$ cat config.mk
export PLATFORM = sky130hd
export DESIGN_NAME = bsram_wr_oe_ctl
export DESIGN_NICKNAME = d
export VERILOG_FILES = /design/src/rtl/bsw_pkg.sv /design/src/rtl/bsw_write_decode.sv /design/src/rtl/bsw_data_regs.sv /design/src/rtl/bsw_drive_ctrl.sv /design/src/rtl/bsram_wr_oe_ctl.sv
export SDC_FILE = /design/constraint.sdc
export NUM_CORES = 1
export LEC_CHECK = 0
export ABC_AREA = 1
export BUFFER_PORTS_ARGS = -buffer_cell sky130_fd_sc_hd__buf_4
export CAP_MARGIN = 20
export CORE_MARGIN = 5
export CORE_UTILIZATION = 40
export CTS_CLUSTER_SIZE = 24
export DETAILED_ROUTE_END_ITERATION = 12
export PLACE_DENSITY = 0.79
export RECOVER_POWER = 100
export SETUP_SLACK_MARGIN = 0.1
export SKIP_LAST_GASP = 1
export SLEW_MARGIN = 15
export SYNTH_ARGS = -nofsm -noshare
export SYNTH_HDL_FRONTEND = slang
export SYNTH_SLANG_ARGS = --single-unit
$ cat constraint.sdc
create_clock -name clk -period 0.8 [get_ports clk]
set_input_delay 0 -clock clk [delete_from_list [all_inputs] [get_ports clk]]
set_output_delay 0 -clock clk [all_outputs]
set_load 0.1 [all_outputs]
$ cat src/rtl/bsw_pkg.sv
package bsw_pkg;

   // Which kind of write one sampled edge requests.
   typedef enum logic [1:0] {
      WR_NONE   = 2'd0,
      WR_BYTES  = 2'd1,
      WR_GLOBAL = 2'd2
   } wr_kind_e;

   // The strobe veto outranks the global write, which outranks the gated byte path.
   function automatic wr_kind_e classify_write(input logic gw_n,
                                               input logic bwg_n,
                                               input logic ads_n);
      wr_kind_e k;
      if (!ads_n)      k = WR_NONE;
      else if (!gw_n)  k = WR_GLOBAL;
      else if (!bwg_n) k = WR_BYTES;
      else             k = WR_NONE;
      return k;
   endfunction

endpackage

$ cat src/rtl/bsw_write_decode.sv
module bsw_write_decode
   import bsw_pkg::*;
#(
   parameter int NUM_LANES = 4
) (
   input  logic                 clk,
   input  logic                 rst_n,
   input  logic                 run,
   input  logic                 gw_n,
   input  logic                 bwg_n,
   input  logic [NUM_LANES-1:0] be_n,
   input  logic                 ads_n,
   output logic [NUM_LANES-1:0] wr_mask
);

   localparam logic [NUM_LANES-1:0] ALL_LANES = {NUM_LANES{1'b1}};

   wr_kind_e               kind;
   logic [NUM_LANES-1:0]   lane_next;

   always_comb kind = classify_write(gw_n, bwg_n, ads_n);

   for (genvar i = 0; i < NUM_LANES; i++) begin : g_lane
      always_comb lane_next[i] = (kind == WR_GLOBAL) || ((kind == WR_BYTES) && !be_n[i]);

      always_ff @(posedge clk or negedge rst_n) begin
         if (!rst_n)   wr_mask[i] <= 1'b0;
         else if (run) wr_mask[i] <= lane_next[i];
      end
   end

   // a global write reaches every lane.
   p_global_all_r2: assert property (@(posedge clk) disable iff (!rst_n)
      (run && ads_n && !gw_n) |=> (wr_mask == ALL_LANES));

   // the strobe vetoes every write.
   p_strobe_veto_r5: assert property (@(posedge clk) disable iff (!rst_n)
      (run && !ads_n) |=> (wr_mask == '0));

   // a closed gate blocks the byte enables.
   p_gate_block_r4: assert property (@(posedge clk) disable iff (!rst_n)
      (run && ads_n && gw_n && bwg_n) |=> (wr_mask == '0));

   // the mask holds while asleep.
   p_sleep_mask_r11: assert property (@(posedge clk) disable iff (!rst_n)
      !run |=> $stable(wr_mask));

endmodule

$ cat src/rtl/bsw_data_regs.sv
module bsw_data_regs #(
   parameter int DATA_W = 32,
   parameter int BYTE_W = 8
) (
   input  logic              clk,
   input  logic              rst_n,
   input  logic              run,
   input  logic [DATA_W-1:0] wdata_in,
   input  logic [DATA_W-1:0] mem_rdata,
   output logic [DATA_W-1:0] wdata_q,
   output logic [DATA_W-1:0] rdata_q
);

   localparam int LANES = DATA_W / BYTE_W;

   for (genvar l = 0; l < LANES; l++) begin : g_lane
      localparam int LO = l * BYTE_W;

      always_ff @(posedge clk or negedge rst_n) begin
         if (!rst_n) begin
            wdata_q[LO +: BYTE_W] <= '0;
            rdata_q[LO +: BYTE_W] <= '0;
         end else if (run) begin
            wdata_q[LO +: BYTE_W] <= wdata_in[LO +: BYTE_W];
            rdata_q[LO +: BYTE_W] <= mem_rdata[LO +: BYTE_W];
         end
      end
   end

   // the write path captures its input at each active edge.
   p_wdata_capture_r6: assert property (@(posedge clk) disable iff (!rst_n)
      run |=> (wdata_q == $past(wdata_in)));

   // both data registers hold while asleep.
   p_sleep_data_r11: assert property (@(posedge clk) disable iff (!rst_n)
      !run |=> ($stable(wdata_q) && $stable(rdata_q)));

endmodule

$ cat src/rtl/bsw_drive_ctrl.sv
module bsw_drive_ctrl #(
   parameter bit DUAL_BANK = 1'b1
) (
   input  logic clk,
   input  logic rst_n,
   input  logic run,
   input  logic sel_now,
   input  logic oe_n,
   input  logic wr_busy,
   output logic drive_en
);

   logic sel_q;
   logic bank_ok;

   always_ff @(posedge clk or negedge rst_n) begin
      if (!rst_n)   sel_q <= 1'b0;
      else if (run) sel_q <= sel_now;
   end

   if (DUAL_BANK) begin : g_dual
      logic sel_d;

      always_ff @(posedge clk or negedge rst_n) begin
         if (!rst_n)   sel_d <= 1'b0;
         else if (run) sel_d <= sel_q;
      end

      always_comb bank_ok = sel_d;

      // the first cycle after a reselection never drives.
      p_reselect_gap_r9: assert property (@(posedge clk) disable iff (!rst_n)
         (run && sel_now && !sel_q) |=> !drive_en);
   end else begin : g_single
      always_comb bank_ok = 1'b1;
   end

   always_comb drive_en = !oe_n && !wr_busy && sel_q && bank_ok;

   // a deselecting edge turns the drivers off.
   p_deselect_off_r12: assert property (@(posedge clk) disable iff (!rst_n)
      (run && !sel_now) |=> !drive_en);

endmodule

$ cat src/rtl/bsram_wr_oe_ctl.sv
module bsram_wr_oe_ctl #(
   parameter int DATA_W    = 32,
   parameter int BYTE_W    = 8,
   parameter bit DUAL_BANK = 1'b1
) (
   input  logic                     clk,
   input  logic                     rst_n,
   input  logic                     sleep,
   input  logic                     gw_n,
   input  logic                     bwg_n,
   input  logic [DATA_W/BYTE_W-1:0] be_n,
   input  logic                     ads_n,
   input  logic                     ce_n,
   input  logic                     cs_hi,
   input  logic                     cs_lo_n,
   input  logic                     oe_n,
   input  logic [DATA_W-1:0]        wdata_in,
   input  logic [DATA_W-1:0]        mem_rdata,
   output logic [DATA_W/BYTE_W-1:0] wr_mask,
   output logic [DATA_W-1:0]        wdata_q,
   output logic [DATA_W-1:0]        rdata_q,
   output logic                     drive_en
);

   localparam int NUM_LANES = DATA_W / BYTE_W;

   if (BYTE_W < 1 || DATA_W < BYTE_W || (DATA_W % BYTE_W) != 0) begin : g_bad_width
      $error("bsram_wr_oe_ctl: DATA_W must be a positive multiple of BYTE_W");
   end

   logic run;
   logic sel_now;
   logic wr_busy;

   always_comb run     = !sleep;
   always_comb sel_now = !ce_n && cs_hi && !cs_lo_n;
   always_comb wr_busy = |wr_mask;

   bsw_write_decode #(.NUM_LANES(NUM_LANES)) u_decode (
      .clk     (clk),
      .rst_n   (rst_n),
      .run     (run),
      .gw_n    (gw_n),
      .bwg_n   (bwg_n),
      .be_n    (be_n),
      .ads_n   (ads_n),
      .wr_mask (wr_mask)
   );

   bsw_data_regs #(.DATA_W(DATA_W), .BYTE_W(BYTE_W)) u_data (
      .clk       (clk),
      .rst_n     (rst_n),
      .run       (run),
      .wdata_in  (wdata_in),
      .mem_rdata (mem_rdata),
      .wdata_q   (wdata_q),
      .rdata_q   (rdata_q)
   );

   bsw_drive_ctrl #(.DUAL_BANK(DUAL_BANK)) u_drive (
      .clk      (clk),
      .rst_n    (rst_n),
      .run      (run),
      .sel_now  (sel_now),
      .oe_n     (oe_n),
      .wr_busy  (wr_busy),
      .drive_en (drive_en)
   );

   // a pending write keeps the drivers off.
   p_write_blocks_drive_r7: assert property (@(posedge clk) disable iff (!rst_n)
      (wr_mask != '0) |-> !drive_en);

   // output enable high keeps the drivers off.
   p_oe_high_off_r8: assert property (@(posedge clk) disable iff (!rst_n)
      oe_n |-> !drive_en);

   // the reset state.
   always_comb begin
      if (!rst_n) begin
         a_reset_state_r1: assert (wr_mask == '0 && !drive_en);
      end
   end

endmodule

==> metrics.csv <==
stage,metric,value,unit
outcome,outcome,"finished, violations left",
outcome,failing checks,setup timing,
timing,Post-Route Setup TNS,-17.48,ns
placed_design,Post-DP HPWL,5390,um
pwr,Max VDD drop,1.21,mV
placed_design,post-place setup slack,-0.231,ns
synthesis,sequential-to-total area share from yosys stat,64.4,%
drt,Metal-1 WL,5130,um
drt,Post-Route WL,16000,um
timing,Peak Freq,726,MHz
setup_path,origin of the worst setup path,u_drive.sel_q$_DFFE_PN0N_,
grt,first-pass GRT wire length,17800,um
placed_design,IO Port Bufs,146,
drt,Pre-Repair DR Iteration Count,6,
timing,Final Hold Viols,0,
synthesis,Yosys reg bits,70,
grt,vias in the first global route,3428,
min_path,worst hold path endpoint,u_data.wdata_q[6]$_DFFE_PN0N_,
floorplanning,FP Rows,30,
min_path,HP Class,in2reg,
timing,final hold slack,0.151,ns
pwr,Reg power frac,34.9,%
drt,DRC Markers,0,
timing,Max-slew headroom,65.2,%
setup_path,R2R Setup Slk,-0.21,ns
placed_design,dpl cell area,4190,um^2
layout,layout cells sized above 1,62.2,%
drt,Vias/cell,5.39,
synthesis,dominant cells by area after synthesis,"dfrtp_1 (64%), nand2_1 (27%), nor2_1 (2.9%)",
timing,number of setup violations in the final report,82,
setup_path,WP data required,0.80,ns
layout,fill count,160,
pwr,sw frac,40.8,%
grt,Tot GR Track Use,27.2,%
drt,top layer in use,met4,
grt,largest net degree at the start of global routing,71,
synthesis,Yosys cell types,11,
timing,skew final,0.0000475,ns
setup_path,crit path DAT,1.38,ns
clock_network,clock latency on the worst-skew pair,0.34,ns
pwr,clock share of power,23.4,%
job,MaxCap Viol Count,0,
layout,Util after Layout,95.3,%
pwr,PwrDens,2030,nW/um^2
grt,initial antenna violation count,0,
synthesis,Syn Nets,389,
min_path,worst hold stages,4,
setup_path,WS Path Type,reg2out,
floorplanning,die area,8550,um^2
setup_path,RR Startpoint,u_decode.wr_mask[0]$_DFFE_PN0N_,
pwr,NetSw,5.29,mW
placed_design,Placed Cells,533,
layout,Layout area overhead,135,%
pwr,leakage power,3.03,nW
drt,vias post-DR,3414,
clock_network,clk sinks,70,
pwr,Logic pwr share,41.7,%
layout,ANT cells,0,
pwr,Int Pwr,7.69,mW
drt,First DRT Iteration DRCs,207,
drt,Detail Route Antenna Nets,0,
synthesis,Synth area leader,dfrtp_1,
setup_path,depth of the worst register-to-register path,4,
floorplanning,I/O pin count,147,
timing,Final period util,172,%
clock_network,clk root buf,clkbuf_8,
floorplanning,Initial Util,40.5,%
synthesis,Avg Inst Size Synth,8.75,um^2
drt,met2 WL post-DR,8610,um
grt,total grt overflow,0,
drt,Routed WL per cell,25.3,um
layout,"most common cell after layout, fill and taps aside",nand2_1,
floorplanning,Die H,92.5,um
layout,Finished Layout Cells,633,
pwr,Tot Pwr,13.0,mW
clock_network,H-tree depth,3,
timing,worst-margin pin slew,0.522,ns
clock_network,TritonCTS buffer count,9,
layout,most frequent cells in the layout,"nand2_1 (114), buf_4 (83), nand2_2 (76)",
setup_path,CP startpoint kind,register,
floorplanning,die width,92.5,um
synthesis,Ys Warns,0,
clock_network,clock-pin slew on the worst setup and hold paths,0.09,ns
setup_path,crit path max fanout,3,
setup_path,worst flop-to-flop path endpoint,u_decode.wr_mask[0]$_DFFE_PN0N_,
setup_path,Crit. End Element,output port,
synthesis,post-synth design cell area,2720,um^2
placed_design,GPL Wtd Cong,0.818,
layout,Final nets,626,
layout,cell area after layout,6400,um^2
synthesis,Gate Count Post-Synth,311,
clock_network,CTS tree,built,
timing,RSZ-0062 raised after global routing,true,
min_path,hold_sp,sleep,
timing,fin crit period,1.38,ns
synthesis,top-area cell type share of the netlist area,64.4,%
drt,routed wl met3,1220,um
timing,Pins Over Slew Limit,0,
floorplanning,Core Region,6720,um^2
clock_network,Max clock buf depth,2,
timing,final worst slack,-0.578,ns
==> kinds of logic (layout without fill, tap and decap cells) <==
family	count (synthesis)	after routing	share of synthesized area (%)
flops	70	70	64.4
buf+inv	19	261	4.65
compound gates	2	2	0.368
simple gates	220	220	30.6
==> power groups by stage <==
stage | Clock, mW | Sequential (mW) | Combinational (mW)
4_1_cts | 2.89 | 4.41 | 4.95
3_5_place_dp | 0 | 4.30 | 3.77
3_3_place_gp | 0 | 4.29 | 3.72
5_1_grt | 3.20 | 4.55 | 5.53
6_report | 3.04 | 4.53 | 5.41
2_1_floorplan | 0 | 6.61 | 0.411
==> layout make-up <==
| class | count | area, um^2 | share of cell area, % |
|---|---|---|---|
| multi-input cells | 222 | 1140 | 17.8 |
| flip-flops and latches | 70 | 2010 | 31.4 |
| well taps | 80 | 100 | 1.56 |
| clock buffers | 12 | 155 | 2.42 |
| repair buffers | 241 | 2930 | 45.8 |
| inverters | 4 | 17.5 | 0.274 |
| clock inverters | 4 | 45.0 | 0.704 |
==> worst max-delay path by stage <==
stage / to / slack, ns / cells after the start
2_1_floorplan: drive_en / -0.51 / 3
3_3_place_gp: drive_en / -0.23 / 4
3_5_place_dp: drive_en / -0.23 / 4
4_1_cts: drive_en / -0.49 / 4
5_1_grt: drive_en / -0.60 / 5
6_report: drive_en / -0.58 / 5
==> registers in the layout, summed over array words and instances (netlist names) <==
name	count
u_data.rdata_q	32
u_data.wdata_q	32
u_decode.wr_mask	4
u_drive.bank_ok	1
u_drive.sel_q	1
==> worst max-delay path: stages (launching register included) <==
cell and delay [ns]:
dfrtp_1 0.38, inv_2 0.07, nor2_2 0.12, nand2_1 0.12, nor2_4 0.16, buf_12 0.18
==> routing by layer <==
metal / up-vias / track usage [%]
met4: 0 / 13.2
met1: 1669 / 26.9
met3: 82 / 5.93
met2: 262 / 52.9
li1: 1401 / -
met5: - / 0
==> cell usage after synthesis <==
| master | count |
|---|---|
| buf_6 | 5 |
| nand2_1 | 197 |
| nand3b_1 | 1 |
| dfrtp_1 | 70 |
| nand2_2 | 1 |
| buf_2 | 9 |
| nor2_1 | 21 |
| buf_4 | 1 |
| inv_4 | 1 |
| inv_1 | 3 |
| o21ai_0 | 2 |
==> timing repair <==
action	4_1_cts	5_1_grt
setup endpoints to repair	81	139
setup buffers	5	7
endpoints found under the hold margin	139	0
gates resized for setup	226	103
hold buffers	74	0
pin swaps	0	10
Power figures use the tool's default switching activity.
